## src/rtl/uirq_pkg.sv

```systemverilog
package uirq_pkg;

   localparam int unsigned REG_W = 32;

   localparam logic [7:0] OFS_SETM = 8'h08;
   localparam logic [7:0] OFS_CLRM = 8'h0C;
   localparam logic [7:0] OFS_MASK = 8'h10;
   localparam logic [7:0] OFS_STAT = 8'h14;
   localparam logic [7:0] OFS_CHAN = 8'h2C;

   typedef enum logic [2:0] {
      SEL_NONE,
      SEL_SETM,
      SEL_CLRM,
      SEL_MASK,
      SEL_STAT,
      SEL_CHAN
   } reg_sel_e;

   function automatic reg_sel_e decode_addr(input logic [7:0] a);
      reg_sel_e s;
      case (a)
         OFS_SETM: s = SEL_SETM;
         OFS_CLRM: s = SEL_CLRM;
         OFS_MASK: s = SEL_MASK;
         OFS_STAT: s = SEL_STAT;
         OFS_CHAN: s = SEL_CHAN;
         default:  s = SEL_NONE;
      endcase
      return s;
   endfunction

endpackage

```

## src/rtl/uirq_edge.sv

```systemverilog
module uirq_edge #(
   parameter int unsigned N = 9
) (
   input  logic         clk,
   input  logic         rst_n,
   input  logic [N-1:0] lvl_i,
   output logic [N-1:0] rise_o
);

   generate
      if (N < 1) begin : g_bad_n
         $error("uirq_edge: N must be at least 1");
      end
   endgenerate

   logic [N-1:0] prev_q;

   for (genvar i = 0; i < N; i++) begin : g_bit
      always_ff @(posedge clk or negedge rst_n) begin
         if (!rst_n) prev_q[i] <= 1'b0;
         else        prev_q[i] <= lvl_i[i];
      end
      assign rise_o[i] = lvl_i[i] & ~prev_q[i];

      // a held line yields one rise only
      a_r5_single_rise: assert property (@(posedge clk) disable iff (!rst_n)
         rise_o[i] |=> !rise_o[i]);
   end

endmodule

```

## src/rtl/uirq_mask.sv

```systemverilog
module uirq_mask #(
   parameter int unsigned W = 13
) (
   input  logic         clk,
   input  logic         rst_n,
   input  logic         set_we,
   input  logic         clr_we,
   input  logic [W-1:0] wdata,
   output logic [W-1:0] mask_o
);

   generate
      if (W < 1 || W > 32) begin : g_bad_w
         $error("uirq_mask: W out of range");
      end
   endgenerate

   logic [W-1:0] mask_q;
   logic [W-1:0] mask_d;

   always_comb begin
      mask_d = mask_q;
      if (set_we) mask_d = mask_d | wdata;
      if (clr_we) mask_d = mask_d & ~wdata;
   end

   always_ff @(posedge clk or negedge rst_n) begin
      if (!rst_n) mask_q <= '0;
      else        mask_q <= mask_d;
   end

   assign mask_o = mask_q;

   a_r2_set_bits: assert property (@(posedge clk) disable iff (!rst_n)
      (set_we && !clr_we) |=> ((mask_q & $past(wdata)) == $past(wdata)));

   a_r3_clear_bits: assert property (@(posedge clk) disable iff (!rst_n)
      clr_we |=> ((mask_q & $past(wdata)) == '0));

   a_r4_mask_holds: assert property (@(posedge clk) disable iff (!rst_n)
      (!set_we && !clr_we) |=> $stable(mask_q));

endmodule

```

## src/rtl/uirq_status.sv

```systemverilog
module uirq_status #(
   parameter int unsigned W = 13,
   parameter int unsigned N = 9
) (
   input  logic         clk,
   input  logic         rst_n,
   input  logic [N-1:0] rise_i,
   input  logic         clr_we,
   input  logic [W-1:0] wdata,
   output logic [W-1:0] stat_o
);

   generate
      if (N > W) begin : g_bad_n
         $error("uirq_status: more events than status bits");
      end
   endgenerate

   logic [W-1:0] rise_w;
   logic [W-1:0] stat_q;
   logic [W-1:0] clr_v;

   generate
      if (W > N) begin : g_pad
         assign rise_w = {{(W-N){1'b0}}, rise_i};
      end else begin : g_flat
         assign rise_w = rise_i;
      end
   endgenerate

   assign clr_v = clr_we ? wdata : '0;

   for (genvar i = 0; i < W; i++) begin : g_bit
      if (i < N) begin : g_src
         always_ff @(posedge clk or negedge rst_n) begin
            if (!rst_n)         stat_q[i] <= 1'b0;
            else if (rise_w[i]) stat_q[i] <= 1'b1;
            else if (clr_v[i])  stat_q[i] <= 1'b0;
         end
      end else begin : g_nosrc
         assign stat_q[i] = 1'b0;
      end
   end

   assign stat_o = stat_q;

   // a rise always lands, even against a clear
   a_r7_set_wins: assert property (@(posedge clk) disable iff (!rst_n)
      (rise_w != '0) |=> ((stat_q & $past(rise_w)) == $past(rise_w)));

   a_r6_clear_bits: assert property (@(posedge clk) disable iff (!rst_n)
      clr_we |=> ((stat_q & $past(wdata & ~rise_w)) == '0));

   a_r6_keep_bits: assert property (@(posedge clk) disable iff (!rst_n)
      1'b1 |=> ((stat_q & $past(stat_q & ~clr_v)) == $past(stat_q & ~clr_v)));

endmodule

```

## src/rtl/uart_irq_regs.sv

```systemverilog
module uart_irq_regs
   import uirq_pkg::*;
#(
   parameter int unsigned IRQ_W   = 13,
   parameter int unsigned NUM_EVT = 9,
   parameter int unsigned NUM_LIV = 4,
   parameter bit          IRQ_REG = 1'b1
) (
   input  logic               clk,
   input  logic               rst_n,
   input  logic [7:0]         bus_addr,
   input  logic               bus_wr,
   input  logic [REG_W-1:0]   bus_wdata,
   output logic [REG_W-1:0]   bus_rdata,
   input  logic [NUM_EVT-1:0] evt_i,
   input  logic [NUM_LIV-1:0] live_i,
   output logic               irq_o
);

   localparam int unsigned PAD_W = REG_W - IRQ_W;

   generate
      if (IRQ_W >= REG_W || IRQ_W < 5) begin : g_bad_w
         $error("uart_irq_regs: IRQ_W out of range");
      end
      if (NUM_LIV != 4) begin : g_bad_liv
         $error("uart_irq_regs: channel view expects four live conditions");
      end
   endgenerate

   reg_sel_e           sel;
   logic [IRQ_W-1:0]   wd;
   logic [IRQ_W-1:0]   mask;
   logic [IRQ_W-1:0]   stat;
   logic [NUM_EVT-1:0] rise;
   logic [REG_W-1:0]   chan;
   logic               pend;
   logic               unused_hi;

   assign sel       = decode_addr(bus_addr);
   assign wd        = bus_wdata[IRQ_W-1:0];
   assign unused_hi = ^bus_wdata[REG_W-1:IRQ_W];

   uirq_edge #(.N(NUM_EVT)) u_edge (
      .clk    (clk),
      .rst_n  (rst_n),
      .lvl_i  (evt_i),
      .rise_o (rise)
   );

   uirq_mask #(.W(IRQ_W)) u_mask (
      .clk    (clk),
      .rst_n  (rst_n),
      .set_we (bus_wr && sel == SEL_SETM),
      .clr_we (bus_wr && sel == SEL_CLRM),
      .wdata  (wd),
      .mask_o (mask)
   );

   uirq_status #(.W(IRQ_W), .N(NUM_EVT)) u_stat (
      .clk    (clk),
      .rst_n  (rst_n),
      .rise_i (rise),
      .clr_we (bus_wr && sel == SEL_STAT),
      .wdata  (wd),
      .stat_o (stat)
   );

   always_comb begin
      chan    = '0;
      chan[0] = live_i[0];
      chan[1] = live_i[1];
      chan[3] = live_i[2];
      chan[4] = live_i[3];
   end

   always_comb begin
      case (sel)
         SEL_MASK: bus_rdata = {{PAD_W{1'b0}}, mask};
         SEL_STAT: bus_rdata = {{PAD_W{1'b0}}, stat};
         SEL_CHAN: bus_rdata = chan;
         default:  bus_rdata = '0;
      endcase
   end

   assign pend = |(stat & mask);

   generate
      if (IRQ_REG) begin : g_irq_reg
         logic irq_q;
         always_ff @(posedge clk or negedge rst_n) begin
            if (!rst_n) irq_q <= 1'b0;
            else        irq_q <= pend;
         end
         assign irq_o = irq_q;

         a_r8_irq_lag: assert property (@(posedge clk) disable iff (!rst_n)
            1'b1 |=> (irq_o == ($past(stat & mask) != '0)));
      end else begin : g_irq_comb
         assign irq_o = pend;
      end
   endgenerate

   a_r4_alias_reads_zero: assert property (@(posedge clk) disable iff (!rst_n)
      (sel == SEL_SETM || sel == SEL_CLRM) |-> (bus_rdata == '0));

endmodule

```

## config.mk

```make
export PLATFORM = sky130hd
export DESIGN_NAME = uart_irq_regs
export DESIGN_NICKNAME = d
export VERILOG_FILES = /design/src/rtl/uirq_pkg.sv /design/src/rtl/uirq_edge.sv /design/src/rtl/uirq_mask.sv /design/src/rtl/uirq_status.sv /design/src/rtl/uart_irq_regs.sv
export SDC_FILE = /design/constraint.sdc
export NUM_CORES = 1
export LEC_CHECK = 0
export ABC_AREA = 1
export BUFFER_PORTS_ARGS = -buffer_cell sky130_fd_sc_hd__buf_2
export CORE_AREA = 2 2 67 69
export DETAILED_ROUTE_END_ITERATION = 8
export DIE_AREA = 0 0 69 71
export PLACE_DENSITY = 0.78
export RECOVER_POWER = 25
export SLEW_MARGIN = 20
export SYNTH_ARGS = -nofsm -noshare
export SYNTH_HDL_FRONTEND = slang
export SYNTH_SLANG_ARGS = --single-unit
```

## constraint.sdc

```tcl
create_clock -name clk -period 1.5 [get_ports clk]
set_clock_uncertainty 0.05 [all_clocks]
set_input_delay 0.375 -clock clk [delete_from_list [all_inputs] [get_ports clk]]
set_output_delay 0.375 -clock clk [all_outputs]
set_load 0.05 [all_outputs]
```

==> out/metrics.cfg, run 1 <==
[run_status]
status=complete, but fails checks
failed_checks=setup timing

[synth]
synth_top_family_by_area=simple AND/OR/NAND/NOR gates
yosys.area_share.simple=0.324
ys.flop_type=dfrtp_1
synthTopCellsByArea=dfrtp_1, nand2_1, buf_4
synthCells=238
yosysWarnings=0
yosysSeqAreaShare=0.425
synthTopCellsByCount=nand2_1, inv_1, dfrtp_1, nand3_1, nor2_1
synthAdderAreaFrac=0
ys_ff_latch=32
synth-edff-count=0
syn_area_per_cell_um2=7.91
synth_xor_area_frac=0
async_flop_share=1.00
synth_top_area_share=0.425
netlist_area_um2=1880
synth.most_common_cell=nand2_1
yosysTopAreaCell=dfrtp_1
synth.distinct_cells=23
synth_compound_area_frac=0.0578
muxShareOfSynthArea=0

[setup_path]
crit_arrival_ns=1.35
cp-start-kind=input pin
cp_num_buf_inv=5
required_ns=1.07
crit_type=input pin to primary output
path_cells=buf_6 -> inv_4 -> buf_4 -> nor3_2 -> buf_4 -> nand3_2 -> nand3_4 -> buf_8
slowest_delay_ns=0.20
cp_top_family=buffers and inverters
cpMostUsedCell=buf_4
critPathCaptureType=primary output
crit_fanout=4
critPathSlowestCell=nor3_2

[timing]
max_freq_mhz=562
hold_viol=0
final-setup-viol-count=13
period_share=1.19
fin_hold_ws_ns=0.162
fin_ws_ns=-0.278
rsz0062_at_grt=yes
max-slew-margin-rel=0.465
finalMaxSlewViolations=0
fin_crit_ns=1.78
tightest_slew_ns=0.802

[final_layout]
fillers=330
drive_gt1_frac=0.374
syn_to_final_growth_pct=46.2
post-route-util=0.655
antenna_cells=0
seqCellArea_um2=801
finalNonFillerCells=357
multi_input_area_um2=1070
nets=360

[drt]
vias=1704
totalWireLength_um=4610
routedWlPerCell_um=12.9
via_per_inst=4.77
drtIter0Drc=89
route.detailed.drc=0
drtPass1Iterations=4
drt.antenna.violating_nets=0

[min_path]
holdCritPathClass=input pin to register

[global_routing]
antenna_found_initial=0
grt_max_degree=33
grt_overflow_total=0
grt_util_met3=0.0442
top_usage_layer=met2
gr-usage-met2=0.332
use_met1=0.241
grt_pass1_vias=1696
grt_usage=0.195
grt_pass1_wl_um=7580

[clock_network]
clock_sinks=32
cts_made_buffers=5
tritoncts=done
clock_latency_ns=0.29
ctsHoldBuffers=0
root_buffer=clkbuf_8
clockBufferDepth=2
clk_pin_slew_ns=0.07
cts_htree_levels=2

[job]
maxCapViolations=0

[die]
fp-row-count=24
die_width_um=69
die_area_um2=4900
core-area_um2=4200
pin_count=89
start_util=0.448
die_h_um=71

[placed_design]
place.gp.congestion=0.793
place_ws_ns=-0.462
dp.cells=343
port_buffers=50
dpl.hpwl_um=3110

[power_and_ir_drop]
power_per_cell_area_nw_per_um2=756
ir_worst_vdd_mv=0.568
leakagePower_nw=1.40
total_power_w=0.00208

## layer usage
layer  routed length, um  vias to the layer above  part of all wire
met1                1910                      795              0.41
met5                   0                        -                 0
met4                 119                        0             0.026
met2                2340                       56              0.51
met3                 240                       12             0.052
li1                    -                      841                 -
## logic make-up after synthesis
family                 after synthesis
flip-flops                          32
AO/OA/AOI/OAI                       18
AND/OR/NAND/NOR                    120
other                                1
buffers and inverters               67
## stage by stage
step | cell area [um2] | TNS (ns)
after CTS | 2660 | -3.30
final | 2750 | -2.80
after global placement | 2320 | -4.99
after detailed placement | 2320 | -5.47
after global routing | 2750 | -3.34
after floorplan | 2130 | -1.52
## final timing paths
kind / start / endpoint / slack (ns) / cells past startpoint
min in group asynchronous: rst_n / async pin / 0.20 / 2
min: evt_i[4] / u_edge.prev_q[4]$_DFF_PN0_ / 0.16 / 1
min reg2reg: u_edge.prev_q[6]$_DFF_PN0_ / u_stat.stat_o[6]$_DFFE_PN0P_ / 0.42 / 3
max reg2reg: register / irq_o$_DFF_PN0_ / 0.54 / 4
max in group asynchronous: rst_n / u_edge.prev_q[0]$_DFF_PN0_ / 0.69 / 2
max: bus_addr[5] / bus_rdata[4] / -0.28 / 8
## cell usage in the layout, fill, tap and decap left out, drive strengths merged, types with 5 or more instances in the layout
master,Yosys,routed
buf,24,56
nand3,28,28
dfrtp,32,32
inv,42,42
nor2,26,26
conb,1,19
o21ai,5,5
a21oi,13,13
clkbuf,1,14
nand2,53,54
nand4,10,10
## what timing repair did
item | 4_1_cts | 5_1_grt
buffers inserted | 2 | 2
resized for setup | 52 | 21
endpoints found under the setup margin | 13 | 13
cloned | 2 | 0
endpoints found under the hold margin | 0 | 0
pin swaps | 7 | 9
## report_power, final
group	internal (W)	leakage, nW	switching [W]
Sequential	0.000893	0.310	0.0000158
Combinational	0.000103	1.04	0.000259
Clock	0.000493	0.0552	0.000318
## final cells by class
cell class,instances,share of cell area
clock inverters,2,0.0127
flip-flops and latches,32,0.291
multi-input cells,159,0.389
clock buffers,6,0.0264
repair buffers,64,0.186
well taps,52,0.0236
inverters,42,0.0714
Note: power is estimated with default switching activity, not from simulation.
==> inputs of run 2 (changes only) <==
==> constraint.sdc (replaced) <==
create_clock -name clk -period 1.5 [get_ports clk]
set_clock_uncertainty 0.05 [all_clocks]
set_input_delay 0.075 -clock clk [delete_from_list [all_inputs] [get_ports clk]]
set_output_delay 0.075 -clock clk [all_outputs]
set_load 0.05 [all_outputs]
==> run 2 against run 1 <==
The run now ends clean. First-iteration DRC count is 53% lower. Hold slack worse by 0.15 ns. Non-clock buffer count is 4 higher. Die area stayed put. Sequential power hardly changed. Worst setup slack better by 0.45 ns. Flip-flop and latch count stayed put. Register-to-register slack hardly changed. Largest cell class is now registers. Highest routed layer unchanged. Final cell count is 0.28% higher. Via count is 4.2% lower. Core utilization is 10 points lower.
==> out/metrics.cfg, run 2 (synthesis gave the netlist of run 1 again) <==
[power_and_ir_drop]
seq_power_share=0.467  ; +0.030
p_int_w=0.00139  ; -6.7%
leakagePower_nw=1.34  ; -4.2%
p_sw_frac=0.284  ; -0.00146
switching_power_w=0.000549  ; -7.4%
p_clk_frac=0.372  ; -0.017
power_per_cell_area_nw_per_um2=835  ; +10%
comb_power_share=0.160  ; -0.014
ir_worst_vdd_mv=0.388  ; -32%

[die]
start_util=0.448  ; unchanged
die_h_um=71  ; unchanged
die_area_um2=4900  ; unchanged
fp-row-count=24  ; unchanged
pin_count=89  ; unchanged
core-area_um2=4200  ; unchanged
die_width_um=69  ; unchanged

[run_status]
status=completed

[drt]
route.detailed.drc=0  ; unchanged
wl_met2_um=2120  ; -9.3%
drt.antenna.violating_nets=0  ; unchanged
drtIter0Drc=42  ; -53%
routedWlPerCell_um=11.4  ; -11%
met3RoutedLength_um=207  ; -14%
via_per_inst=4.56  ; -4.4%
dr.max_layer_used=met4
met1_length_um=1680  ; -12%
vias=1633  ; -4.2%
drtPass1Iterations=4  ; unchanged
totalWireLength_um=4100  ; -11%

[clock_network]
cts_resized=0  ; -100%
clk_pin_slew_ns=0.07  ; about the same
clock_sinks=32  ; unchanged
tritoncts=done
ctsHoldBuffers=11  ; +11
clock_latency_ns=0.29  ; about the same
post-cts-setup-buffers=0  ; -2
cts_htree_levels=2  ; unchanged
clockBufferDepth=2  ; unchanged
root_buffer=clkbuf_8
cts_made_buffers=5  ; unchanged

[setup_path]
crit_fanout=9  ; +5
required_ns=1.37  ; +0.30 ns
crit_type=input pin to primary output
regToRegSetupSlack_ns=0.53  ; about the same
crit_arrival_ns=1.20  ; -0.15 ns
timing.rr.start=u_stat.stat_o[2]$_DFFE_PN0P_
critPathCaptureType=primary output
cp-start-kind=input pin
rr_worst_depth=4  ; unchanged
worstReg2RegEnd=irq_o$_DFF_PN0_

[timing]
rsz0062_at_grt=no
max-slew-margin-rel=0.464  ; -0.00162
fin_crit_ns=1.33  ; -0.448 ns
fin_hold_ws_ns=0.0102  ; -0.152 ns
tightest_slew_ns=0.804  ; +0.00243 ns
fin_tns_setup_ns=0  ; +2.80 ns
max_freq_mhz=752  ; +34%
period_share=0.887  ; -0.299
final-setup-viol-count=0  ; -13
finalMaxSlewViolations=0  ; unchanged
hold_viol=0  ; unchanged

[placed_design]
place_area_um2=2130  ; -8.2%
place.gp.congestion=0.806  ; +1.6%
port_buffers=50  ; unchanged
dpl.hpwl_um=2900  ; -6.9%

[global_routing]
antenna_found_initial=0  ; unchanged
grt_overflow_total=0  ; unchanged
grt_usage=0.176  ; -0.0195
grt_max_degree=33  ; unchanged
grt_pass1_wl_um=6800  ; -10%
grt_pass1_vias=1606  ; -5.3%

[final_layout]
mostFrequentLayoutCells=buf_2, nand2_1, inv_1
syn_to_final_growth_pct=23.3
fin_area_um2=2320  ; -16%
final_common_cell=buf_2
drive_gt1_frac=0.310  ; -0.0633
nets=362  ; +0.56%
antenna_cells=0  ; unchanged

[min_path]
min_path_cells=3  ; +2
holdCritPathClass=input pin to register
hp-start=bus_wdata[12]

[job]
maxCapViolations=0  ; unchanged

-- run 2: cell count changes in the layout (fill, tap and decap cells not counted), moves of 5 or more --
cell           change
nand2_2            +9
o21ai_4            -5
nand2_4            -9
nand3_4            -8
clkbuf_1           -8
dlygate4sd3_1     +11
buf_6             -14
buf_4              -5
o21ai_2            +5
buf_2             +27
buf_8              -7
nand3_1            +7
-- run 2: metal layers --
metal | up-vias | track usage
met5 | - | 0
met4 | 0 | 0.107
met3 | 7 | 0.0328
met2 | 41 | 0.318
met1 | 751 | 0.190
li1 | 834 | -
-- run 2: final cells by class --
| class | count | area [um2] |
|---|---|---|
| Fill cell | 403 | 1880 |
| Sequential cell | 32 | 801 |
| Multi-Input combinational cell | 157 | 791 |
| Timing Repair Buffer | 68 | 410 |
| Inverter | 42 | 158 |
| Clock buffer | 7 | 96.3 |
| Tap cell | 52 | 65.1 |
-- run 2: how the worst max path moves through the flow --
stage	start	slack [ns]	cells after the start	to
6_report	bus_addr[0]	0.17	7	bus_rdata[2]
2_1_floorplan	bus_addr[0]	0.07	5	bus_rdata[10]
3_3_place_gp	bus_addr[0]	0.20	7	bus_rdata[2]
3_5_place_dp	bus_addr[0]	0.16	7	bus_rdata[8]
5_1_grt	bus_addr[1]	0.06	7	bus_rdata[2]
4_1_cts	bus_addr[0]	0.15	7	bus_rdata[8]
-- run 2: stage by stage --
| stage | util | worst slack (ns) | instances | total power (W) |
|---|---|---|---|---|
| 5_1_grt | 0.552 | 0.0584 | 358 | 0.00201 |
| 2_1_floorplan | - | 0.0661 | 256 | 0.00114 |
| 3_5_place_dp | 0.507 | 0.161 | 340 | 0.00121 |
| 6_report | 0.552 | 0.170 | 358 | 0.00194 |
| 4_1_cts | 0.556 | 0.153 | 358 | 0.00196 |
| 3_3_place_gp | 0.507 | 0.198 | 340 | 0.00121 |
-- run 2: worst max-delay path: stages --
cell	delay (ns)
buf_2	0.11
inv_2	0.04
nand2_2	0.10
nor3_2	0.19
nand2_2	0.22
o21ai_2	0.19
buf_2	0.28
-- run 2: power groups by stage --
| stage | Combinational [W] | Clock [W] | Sequential [W] |
|---|---|---|---|
| 2_1_floorplan | 0.000227 | 0 | 0.000918 |
| 3_3_place_gp | 0.000288 | 0 | 0.000920 |
| 3_5_place_dp | 0.000294 | 0 | 0.000921 |
| 4_1_cts | 0.000317 | 0.000741 | 0.000905 |
| 5_1_grt | 0.000338 | 0.000761 | 0.000908 |
| 6_report | 0.000310 | 0.000721 | 0.000905 |
==> inputs of run 3 (changes only) <==
- CELL_PAD_IN_SITES_DETAIL_PLACEMENT: unset -> 1
- CELL_PAD_IN_SITES_GLOBAL_PLACEMENT: unset -> 2
- CORE_AREA: 2 2 67 69 -> 2 2 89 91
- DIE_AREA: 0 0 69 71 -> 0 0 91 93
- PLACE_DENSITY: 0.78 -> unset
- PLACE_DENSITY_LB_ADDON: unset -> 0.1
- clock period: 1.5 -> 1.7 ns (I/O delays scaled with it)
==> run 3 against run 2 <==
Total power shrank 12%. Count of clock-buffer cells in the layout did not move. Worst setup slack gained 0.15 ns. Core utilization fell by 24 points. Combinational power is 12% lower. Final cell count increased by 14%. Hold slack worse by 0.0017 ns. Wire length is 21% higher. Sequential share of layout area fell by 0.42 points. Critical path type unchanged.
==> out/metrics.cfg, run 3 (synthesis gave the netlist of run 1 again) <==
[setup_path]
crit_start=bus_addr[5]
cp_num_buf_inv=3  ; unchanged
worstReg2RegEnd=irq_o$_DFF_PN0_
worstSetupPathDepth=8  ; +1
crit_fanout=9  ; unchanged
slowest_delay_ns=0.29  ; about the same
critPathSlowestCell=and2_4
critical_path.endpoint=bus_rdata[5]
rr_worst_depth=4  ; unchanged
timing.rr.start=u_stat.stat_o[2]$_DFFE_PN0P_
required_ns=1.56  ; +0.19 ns
crit_arrival_ns=1.24  ; +0.04 ns
cp_top_family=simple AND/OR/NAND/NOR gates
regToRegSetupSlack_ns=0.72  ; +0.19 ns
crit_type=input pin to primary output
cp-start-kind=input pin
critPathCaptureType=primary output
cpMostUsedCell=buf_2
path_cells=buf_2 -> inv_1 -> nand2_1 -> nor2_4 -> and2_4 -> nand2_2 -> o21ai_2 -> buf_2

[clock_network]
root_buffer=clkbuf_8
clk_pin_slew_ns=0.08  ; about the same
tritoncts=done
clockBufferDepth=2  ; unchanged
cts_made_buffers=5  ; unchanged
cts_resized=0  ; unchanged
clock_latency_ns=0.29  ; about the same
clock_sinks=32  ; unchanged
cts_htree_levels=2  ; unchanged

[placed_design]
place_ws_ns=0.273  ; +0.113 ns
port_buffers=50  ; unchanged
dpl.hpwl_um=3660  ; +26%
place.gp.congestion=0.710  ; -12%

[timing]
hold_viol=0  ; unchanged
fin_crit_ns=1.38
max_freq_mhz=727
period_share=0.809
fin_hold_ws_ns=0.00846  ; -0.00172 ns
fin_ws_ns=0.324  ; +0.154 ns
fin_tns_setup_ns=0  ; unchanged
rsz0062_at_grt=no
tightest_slew_ns=0.874  ; +0.0701 ns
finalMaxSlewViolations=0  ; unchanged
max-slew-margin-rel=0.417  ; -0.0467
final-setup-viol-count=0  ; unchanged

[die]
pin_count=89  ; unchanged
die_h_um=93  ; +31%
start_util=0.250  ; -0.198
core-area_um2=7530  ; +79%
die_width_um=91  ; +32%
die_area_um2=8460  ; +73%
fp-row-count=32  ; +33%

[drt]
drt.antenna.violating_nets=0  ; unchanged
totalWireLength_um=4970  ; +21%
routedWlPerCell_um=12.2  ; +6.3%
route.detailed.drc=0  ; unchanged
drtPass1Iterations=4  ; unchanged
vias=1632  ; -0.061%
via_per_inst=4.00  ; -12%
drtIter0Drc=48  ; +14%

[global_routing]
grt_usage=0.129  ; -0.0473
antenna_found_initial=0  ; unchanged
grt_overflow_total=0  ; unchanged
grt_max_degree=33  ; unchanged
grt_pass1_wl_um=8440  ; +24%
grt_pass1_vias=1706  ; +6.2%

[final_layout]
antenna_cells=0  ; unchanged
fillers=978  ; +140%
final_common_cell=buf_2
drive_gt1_frac=0.278  ; -0.0327
nets=361  ; -0.28%
mostFrequentLayoutCells=buf_2, nand2_1, inv_1
syn_to_final_growth_pct=24.8

[job]
maxCapViolations=0  ; unchanged

[min_path]
holdCritPathClass=input pin to register

[power_and_ir_drop]
leakagePower_nw=1.31  ; -2.7%
power_per_cell_area_nw_per_um2=726  ; -13%
ir_worst_vdd_mv=0.270  ; -30%

[run_status]
status=completed

==> run 3: power by group <==
part / internal [W] / total [W] / switching [W]
registers: 0.000787 / 0.000798 / 0.0000110
clock network: 0.000329 / 0.000636 / 0.000306
logic: 0.0000717 / 0.000272 / 0.000201
==> run 3: tightest hold or removal path, cell delays in order <==
cell and delay (ns):
buf_2 0.11, nand3_1 0.07, a21oi_1 0.05
==> run 3: worst min path at each step <==
stage	end	startpoint	cells past startpoint
final	register	bus_wdata[11]	3
after global routing	register	bus_wdata[12]	3
after CTS	register	bus_wdata[11]	3
after detailed placement	u_edge.prev_q[1]$_DFF_PN0_	rst_n	2
after global placement	u_edge.prev_q[1]$_DFF_PN0_	rst_n	2
after floorplan	async pin	rst_n	0
==> run 3: timing repair <==
action | CTS | global route
hold buffers | 10 | 0
setup buffers | 0 | 0
endpoints found under the hold margin | 49 | 0
==> run 3: area by class of cell <==
cell class,instances,area [um2],area share
inverters,42,158,0.0671
well taps,102,128,0.0543
flip-flops and latches,32,801,0.341
repair buffers,67,387,0.165
clock buffers,7,86.3,0.0367
clock inverters,1,7.51,0.00319
multi-input cells,157,783,0.333
==> run 3: stage by stage <==
stage               std cells  total power, W  cell area, um2  utilization
global route              408         0.00180            2350        0.312
global placement          390         0.00107            2180        0.290
floorplan                 256         0.00101            1950            -
detailed placement        390         0.00108            2180        0.290
finish                    408         0.00171            2350        0.312
CTS                       408         0.00174            2370        0.315
==> run 3: metal layers <==
layer	global-route usage	vias up	part of all wire
met5	0	-	0
met4	0.0455	0	0.016
met3	0.0250	5	0.051
met2	0.223	50	0.47
met1	0.159	742	0.46
li1	-	835	-
